[config.mk]
export PLATFORM = sky130hd
export DESIGN_NAME = tick_timer
export DESIGN_NICKNAME = d
export VERILOG_FILES = /design/src/rtl/tick_pkg.sv /design/src/rtl/tick_prescaler.sv /design/src/rtl/tick_counter.sv /design/src/rtl/tick_regs.sv /design/src/rtl/tick_timer.sv
export SDC_FILE = /design/constraint.sdc
export NUM_CORES = 1
export LEC_CHECK = 0
export CELL_PAD_IN_SITES_DETAIL_PLACEMENT = 0
export CELL_PAD_IN_SITES_GLOBAL_PLACEMENT = 1
export CORE_AREA = 2 2 96 98
export DETAILED_ROUTE_END_ITERATION = 8
export DIE_AREA = 0 0 98 100
export PLACE_DENSITY = 0.91
export SETUP_SLACK_MARGIN = 0.5
export SYNTH_ARGS = -nofsm -noshare
export SYNTH_HDL_FRONTEND = slang
export SYNTH_SLANG_ARGS = --single-unit
[constraint.sdc]
create_clock -name clk -period 2.1 [get_ports clk]
set_input_delay 0.42 -clock clk [delete_from_list [all_inputs] [get_ports clk]]
set_output_delay 0.42 -clock clk [all_outputs]
set_load 0.02 [all_outputs]
[src/rtl/tick_pkg.sv]
package tick_pkg;

  localparam int SEL_W        = 4;
  localparam int CTRL_GLOB    = 0;
  localparam int CTRL_SEL_LSB = 4;
  localparam int CTRL_TICK    = 8;

  typedef enum logic [1:0] {
    REG_CTRL   = 2'd0,
    REG_RELOAD = 2'd1,
    REG_COUNT  = 2'd2,
    REG_PEND   = 2'd3
  } reg_sel_e;

  typedef struct packed {
    logic             tick_en;
    logic [SEL_W-1:0] rate_sel;
    logic             glob_en;
  } ctrl_t;

endpackage

[src/rtl/tick_prescaler.sv]
module tick_prescaler #(
  parameter int PRE_W = 16,
  parameter int SEL_W = 4
) (
  input  logic             clk,
  input  logic             rst_n,
  input  logic             ref_pulse,
  input  logic [SEL_W-1:0] rate_sel,
  output logic             step
);

  logic [PRE_W-1:0] div_q;
  logic [PRE_W-1:0] div_d;
  logic [PRE_W-1:0] mask;

  // mask bit i is set when the selected power exceeds i
  for (genvar i = 0; i < PRE_W; i++) begin : g_mask
    assign mask[i] = (32'(rate_sel) > i);
  end

  always_comb begin
    div_d = div_q;
    if (ref_pulse) div_d = div_q + 1'b1;
  end

  always_ff @(posedge clk or negedge rst_n) begin
    if (!rst_n) div_q <= '0;
    else        div_q <= div_d;
  end

  assign step = ref_pulse && ((div_q & mask) == mask);

endmodule

[src/rtl/tick_counter.sv]
module tick_counter #(
  parameter int CNT_W = 16
) (
  input  logic             clk,
  input  logic             rst_n,
  input  logic             step,
  input  logic             start,
  input  logic             ctrl_wr,
  input  logic             keep_run,
  input  logic [CNT_W-1:0] reload,
  output logic [CNT_W-1:0] cnt_q,
  output logic             running_q,
  output logic             expire
);

  logic [CNT_W-1:0] cnt_d;
  logic             run_d;
  logic             halt;

  assign halt   = ctrl_wr && !keep_run;
  assign expire = running_q && step && (cnt_q == CNT_W'(1)) && !halt && !start;

  always_comb begin
    cnt_d = cnt_q;
    run_d = running_q;
    if (start) begin
      cnt_d = reload;
      run_d = 1'b1;
    end else if (halt) begin
      run_d = 1'b0;
    end else if (expire) begin
      cnt_d = reload;
    end else if (running_q && step) begin
      cnt_d = cnt_q - 1'b1;
    end
  end

  always_ff @(posedge clk or negedge rst_n) begin
    if (!rst_n) begin
      cnt_q     <= '0;
      running_q <= 1'b0;
    end else begin
      cnt_q     <= cnt_d;
      running_q <= run_d;
    end
  end

endmodule

[src/rtl/tick_regs.sv]
module tick_regs
  import tick_pkg::*;
#(
  parameter int DATA_W     = 32,
  parameter int CNT_W      = 16,
  parameter int MIN_RELOAD = 2
) (
  input  logic              clk,
  input  logic              rst_n,
  input  logic              wr_en,
  input  logic [1:0]        addr,
  input  logic [DATA_W-1:0] wdata,
  input  logic              expire,
  input  logic [CNT_W-1:0]  cnt_q,
  output ctrl_t             ctrl_q,
  output logic [CNT_W-1:0]  reload_q,
  output logic              pend_q,
  output logic              start,
  output logic              ctrl_wr,
  output logic              keep_run,
  output logic [DATA_W-1:0] rdata
);

  localparam int CTRL_W = CTRL_TICK + 1;

  ctrl_t            ctrl_d;
  logic [CNT_W-1:0] reload_d;
  logic             pend_d;
  logic             reload_wr;
  logic             pend_wr;
  logic [CNT_W-1:0] wr_cnt;
  logic [CTRL_W-1:0] ctrl_view;

  assign ctrl_wr   = wr_en && (addr == REG_CTRL);
  assign reload_wr = wr_en && (addr == REG_RELOAD);
  assign pend_wr   = wr_en && (addr == REG_PEND);
  assign wr_cnt    = wdata[CNT_W-1:0];

  assign keep_run = wdata[CTRL_GLOB] && wdata[CTRL_TICK];
  assign start    = ctrl_wr && wdata[CTRL_TICK] && !ctrl_q.tick_en &&
                    wdata[CTRL_GLOB] && (reload_q != '0);

  always_comb begin
    ctrl_d   = ctrl_q;
    reload_d = reload_q;
    pend_d   = pend_q;
    if (ctrl_wr) begin
      ctrl_d.glob_en  = wdata[CTRL_GLOB];
      ctrl_d.rate_sel = wdata[CTRL_SEL_LSB +: SEL_W];
      ctrl_d.tick_en  = wdata[CTRL_TICK];
    end
    if (reload_wr && (wr_cnt > CNT_W'(MIN_RELOAD))) reload_d = wr_cnt;
    if (pend_wr && wdata[0]) pend_d = 1'b0;
    if (expire) pend_d = 1'b1;
  end

  always_ff @(posedge clk or negedge rst_n) begin
    if (!rst_n) begin
      ctrl_q   <= '0;
      reload_q <= '0;
      pend_q   <= 1'b0;
    end else begin
      ctrl_q   <= ctrl_d;
      reload_q <= reload_d;
      pend_q   <= pend_d;
    end
  end

  always_comb begin
    ctrl_view                           = '0;
    ctrl_view[CTRL_GLOB]                = ctrl_q.glob_en;
    ctrl_view[CTRL_SEL_LSB +: SEL_W]    = ctrl_q.rate_sel;
    ctrl_view[CTRL_TICK]                = ctrl_q.tick_en;
    rdata = '0;
    case (addr)
      REG_CTRL:   rdata[CTRL_W-1:0] = ctrl_view;
      REG_RELOAD: rdata[CNT_W-1:0]  = reload_q;
      REG_COUNT:  rdata[CNT_W-1:0]  = cnt_q;
      default:    rdata[0]          = pend_q;
    endcase
  end

endmodule

[src/rtl/tick_timer.sv]
module tick_timer
  import tick_pkg::*;
#(
  parameter int DATA_W     = 32,
  parameter int CNT_W      = 16,
  parameter int PRE_W      = 16,
  parameter int MIN_RELOAD = 2
) (
  input  logic              clk,
  input  logic              rst_n,
  input  logic              ref_pulse,
  input  logic              wr_en,
  input  logic [1:0]        addr,
  input  logic [DATA_W-1:0] wdata,
  output logic [DATA_W-1:0] rdata,
  output logic              tick_irq
);

  logic             rst_meta;
  logic             rst_sync_n;
  ctrl_t            ctrl_q;
  logic [CNT_W-1:0] reload_q;
  logic [CNT_W-1:0] cnt_q;
  logic             pend_q;
  logic             running_q;
  logic             expire;
  logic             step;
  logic             start;
  logic             ctrl_wr;
  logic             keep_run;

  // reset asserts at once, releases after two clock edges
  always_ff @(posedge clk or negedge rst_n) begin
    if (!rst_n) begin
      rst_meta   <= 1'b0;
      rst_sync_n <= 1'b0;
    end else begin
      rst_meta   <= 1'b1;
      rst_sync_n <= rst_meta;
    end
  end

  tick_prescaler #(.PRE_W(PRE_W), .SEL_W(SEL_W)) u_pre (
    .clk       (clk),
    .rst_n     (rst_sync_n),
    .ref_pulse (ref_pulse),
    .rate_sel  (ctrl_q.rate_sel),
    .step      (step)
  );

  tick_regs #(.DATA_W(DATA_W), .CNT_W(CNT_W), .MIN_RELOAD(MIN_RELOAD)) u_regs (
    .clk      (clk),
    .rst_n    (rst_sync_n),
    .wr_en    (wr_en),
    .addr     (addr),
    .wdata    (wdata),
    .expire   (expire),
    .cnt_q    (cnt_q),
    .ctrl_q   (ctrl_q),
    .reload_q (reload_q),
    .pend_q   (pend_q),
    .start    (start),
    .ctrl_wr  (ctrl_wr),
    .keep_run (keep_run),
    .rdata    (rdata)
  );

  tick_counter #(.CNT_W(CNT_W)) u_cnt (
    .clk       (clk),
    .rst_n     (rst_sync_n),
    .step      (step),
    .start     (start),
    .ctrl_wr   (ctrl_wr),
    .keep_run  (keep_run),
    .reload    (reload_q),
    .cnt_q     (cnt_q),
    .running_q (running_q),
    .expire    (expire)
  );

  assign tick_irq = pend_q;

endmodule

==> flow_summary_export.csv <==
group,metric,value,unit
pwr,p_per_area,820,nW/um2
sta,worst_slack,-0.350,ns
placed_design,placed_cell_area,4680,um2
pwr,internal-power,2.94,mW
job,cap_violations,0,
cells_and_area,nNetsFinal,524,
routing,drc,0,
global_routing,grt_start_max_net_pins,56,
sta,relSlewSlack,52.4,%
status,violations,"setup timing",
pwr,p_leak,2.41,nW
routing,antenna_left,0,
synthesis,synth_largest_area_cell,"dfrtp_1",
cells_and_area,layout_commonest_cell,"buf_4",
placed_design,post-place-cells,548,
global_routing,grt_pass1_wl,18700,um
cts,clock_latency,0.35,ns
sta,rsz0062_at_grt,"yes",
critical_path,cpPeakStageDelay,0.42,ns
synthesis,ys_ff_latch,57,
routing,via_count,3519,
critical_path,startpoint,"u_cnt.cnt_q[0]$_DFFE_PN0P_",
cells_and_area,fillers,606,
floorplanning,start_util,38.2,%
sta,hold_violations,0,
cts,clockRootBuffer,"clkbuf_8",
status,outcome,"finished, violations left",
sta,clock.fmax,408,MHz
floorplanning,fp-row-count,35,
floorplanning,core-area,8890,um2
synthesis,synthDistinctLibCells,59,
global_routing,grt_use_total,24.5,%
routing,routed_wirelength,12200,um
cts,clk_path_buf_depth,2,
critical_path,crit_chain,"buf_6 -> buf_6 -> ha_4 -> or3b_4 -> nor4_4 -> and2_4 -> and4_4 -> buf_12 -> nor4_4 -> a221o_1",
pwr,power_frac_comb,41.7,%
cts,cts.sinks,57,
cts,cts.clk_slew.worst_paths,0.07,ns
sta,period_minus_slack,2.45,ns
critical_path,required,2.31,ns
placed_design,io_buffer_count,38,
pwr,p_switching,1.63,mW
critical_path,crit_arrival,2.66,ns
synthesis,syn_inst,330,
cells_and_area,diodes,0,
placed_design,routabilityCongestion,0.943,
routing,post_drt_via_cell_ratio,5.91,
critical_path,crit_slowest_cell,"dfrtp_1",
cts,numCtsBuffers,9,
critical_path,end_kind,"flip-flop",
cells_and_area,syn_to_final_growth,64.2,%
synthesis,synthArstFlopShare,100,%
synthesis,synth_top_area_share,42.0,%
sta,tightestPinTransition,0.714,ns
floorplanning,num_io_pins,71,
cells_and_area,fin_area,5570,um2
cells_and_area,final_cell_mix,"89 x buf_4, 51 x dfrtp_1, 35 x buf_6, 18 x nand2_1, 17 x conb_1",
floorplanning,die_h,100,um
floorplanning,die_area,9800,um2
placed_design,dp_hpwl,7450,um
routing,first_pass_iters,8,
pwr,ir_drop,544,uV
floorplanning,dieWidth,98,um
critical_path,path_delay_family,"simple AND/OR/NAND/NOR gates",
global_routing,grt-ovfl-total,0,
synthesis,yosysWarnings,0,
cells_and_area,final_cell_count_no_fill,595,
sta,fin_skew,0.0148,ns
synthesis,synth_ff_type,"dfrtp_1",
sta,fin_crit_sh,117,%
cts,tritoncts,"done",
critical_path,crit_buf_inv,3,
global_routing,grt_antenna_before_repair,0,
critical_path,rr_startpoint,"u_cnt.cnt_q[0]$_DFFE_PN0P_",
critical_path,worstSetupStartpointType,"flip-flop",
global_routing,grt_pass1_vias,3548,
critical_path,path_max_fanout,8,
routing,routedWlPerCell,20.5,um
synthesis,syn-mean-instance-area,10.3,um2
synthesis,ys_top_cells_by_area,"dfrtp_1 42%, mux2_2 7.6%, buf_4 3.8%, nor4_1 3.1%, ha_1 2.6%",
pwr,clock_power_share,23.1,%
worst_hold_path,hold_path_class,"in2async",
synthesis,seq_area_frac_synth,42.0,%
sta,maxSlewViolCount,0,
synthesis,syn-cell-area,3390,um2
routing,dr.first_iter.drc_count,347,
pwr,switching_share,35.6,%
cells_and_area,drive_above_1_share,53.7,%
cts,cts_htree_levels,3,
synthesis,synth_edf_count,0,
critical_path,path_class,"reg2reg",
sta,setup_violations,19,
pwr,seqPwrFrac,35.2,%
power by group through the flow:
stage	Combinational, mW	Sequential (mW)	Clock, mW
global route	2.02	1.63	1.10
CTS	1.64	1.57	1.05
floorplan	0.756	1.59	0
detailed placement	1.45	1.58	0
finish	1.91	1.61	1.05
global placement	1.40	1.56	0
worst register-to-register path, stage by stage, from the launching register on:
cell     delay [ns]
dfrtp_1        0.42
buf_6          0.12
buf_6          0.10
ha_4           0.12
or3b_4         0.38
nor4_4         0.20
and2_4         0.21
and4_4         0.25
buf_12         0.14
nor4_4         0.04
a221o_1        0.35
state kept, by name, summed over array words and instances (netlist names):
signal           cells
u_cnt.running_q      1
u_regs.ctrl_q        6
rst_sync_n           1
u_cnt.cnt_q         16
u_pre.div_q         15
rst_meta             1
u_regs.pend_q        1
u_regs.reload_q     16
metrics by stage:
| stage | hold WS (ns) | total power, mW | setup WS [ns] | setup TNS [ns] | utilization [%] |
|---|---|---|---|---|---|
| final | 0.235 | 4.57 | -0.350 | -4.54 | 62.7 |
| after global placement | 0.335 | 2.96 | -0.677 | -21.88 | 52.6 |
| after global routing | 0.246 | 4.75 | -0.401 | -5.68 | 62.7 |
| after detailed placement | 0.342 | 3.03 | -0.684 | -23.06 | 52.6 |
| after floorplan | 0.124 | 2.35 | -0.280 | -2.64 | - |
| after CTS | 0.223 | 4.26 | -0.336 | -4.13 | 59.6 |
cells by family (layout without fill, tap and decap cells):
kind of cell             after synthesis  in the layout  synth area share [%]
XOR/XNOR                              14             14                  3.61
buffers and inverters                 40            179                  7.04
AND/OR/NAND/NOR                      117            117                  20.2
multiplexers                          24             24                  7.92
other                                  2             17                 0.221
flip-flops                            57             57                  42.0
adder cells (fa/ha/maj)                7              7                  2.58
AO/OA/AOI/OAI                         69             69                  16.4
cell usage after synthesis, drive strengths merged (8+ instances only):
master and number:
dfrtp 57, mux2 23, nor2 22, buf 21
nand2 21, nor4 19, clkbuf 11, a22oi 10
xnor2 10, o21ai 9, inv 8, nand4 8
nor2b 8
layer usage:
layer | share of wire (%) | wire, um | GRT usage [%]
met5 | 0 | 0 | 0
met2 | 51 | 6160 | 42.6
met4 | 4.7 | 578 | 12.5
met3 | 6.6 | 799 | 5.22
met1 | 38 | 4660 | 28.5
repair_timing:
action                     4_1_cts  5_1_grt
setup endpoints to repair       61       54
cloned                           3        0
setup buffers                   17       11
pin swaps                       37       33
resized for setup              180       48
hold buffers                     0        0
area by class of cell:
class                   instances  area (um2)  share of cell area [%]
inverters                       8        58.8                    1.06
clock inverters                 5        55.1                   0.988
flip-flops and latches         57        1430                    25.7
multi-input cells             248        2290                    41.2
well taps                     111         139                    2.49
clock buffers                  11         141                    2.54
repair buffers                155        1450                    26.0
final timing paths:
check,end,slack [ns],cells after the start
worst max-delay path,u_cnt.cnt_q[12]$_DFFE_PN0P_,-0.35,10
worst min-delay path,rst_meta$_DFF_PN0_,0.23,1
min in group clk,rst_sync_n$_DFF_PN0_,0.36,0
worst max register to register,u_cnt.cnt_q[12]$_DFFE_PN0P_,-0.35,10
worst min register to register,rst_sync_n$_DFF_PN0_,0.36,0
max in group asynchronous,u_regs.ctrl_q[2]$_DFFE_PN0P_,1.19,1
Note: power is estimated with default switching activity, not from simulation.
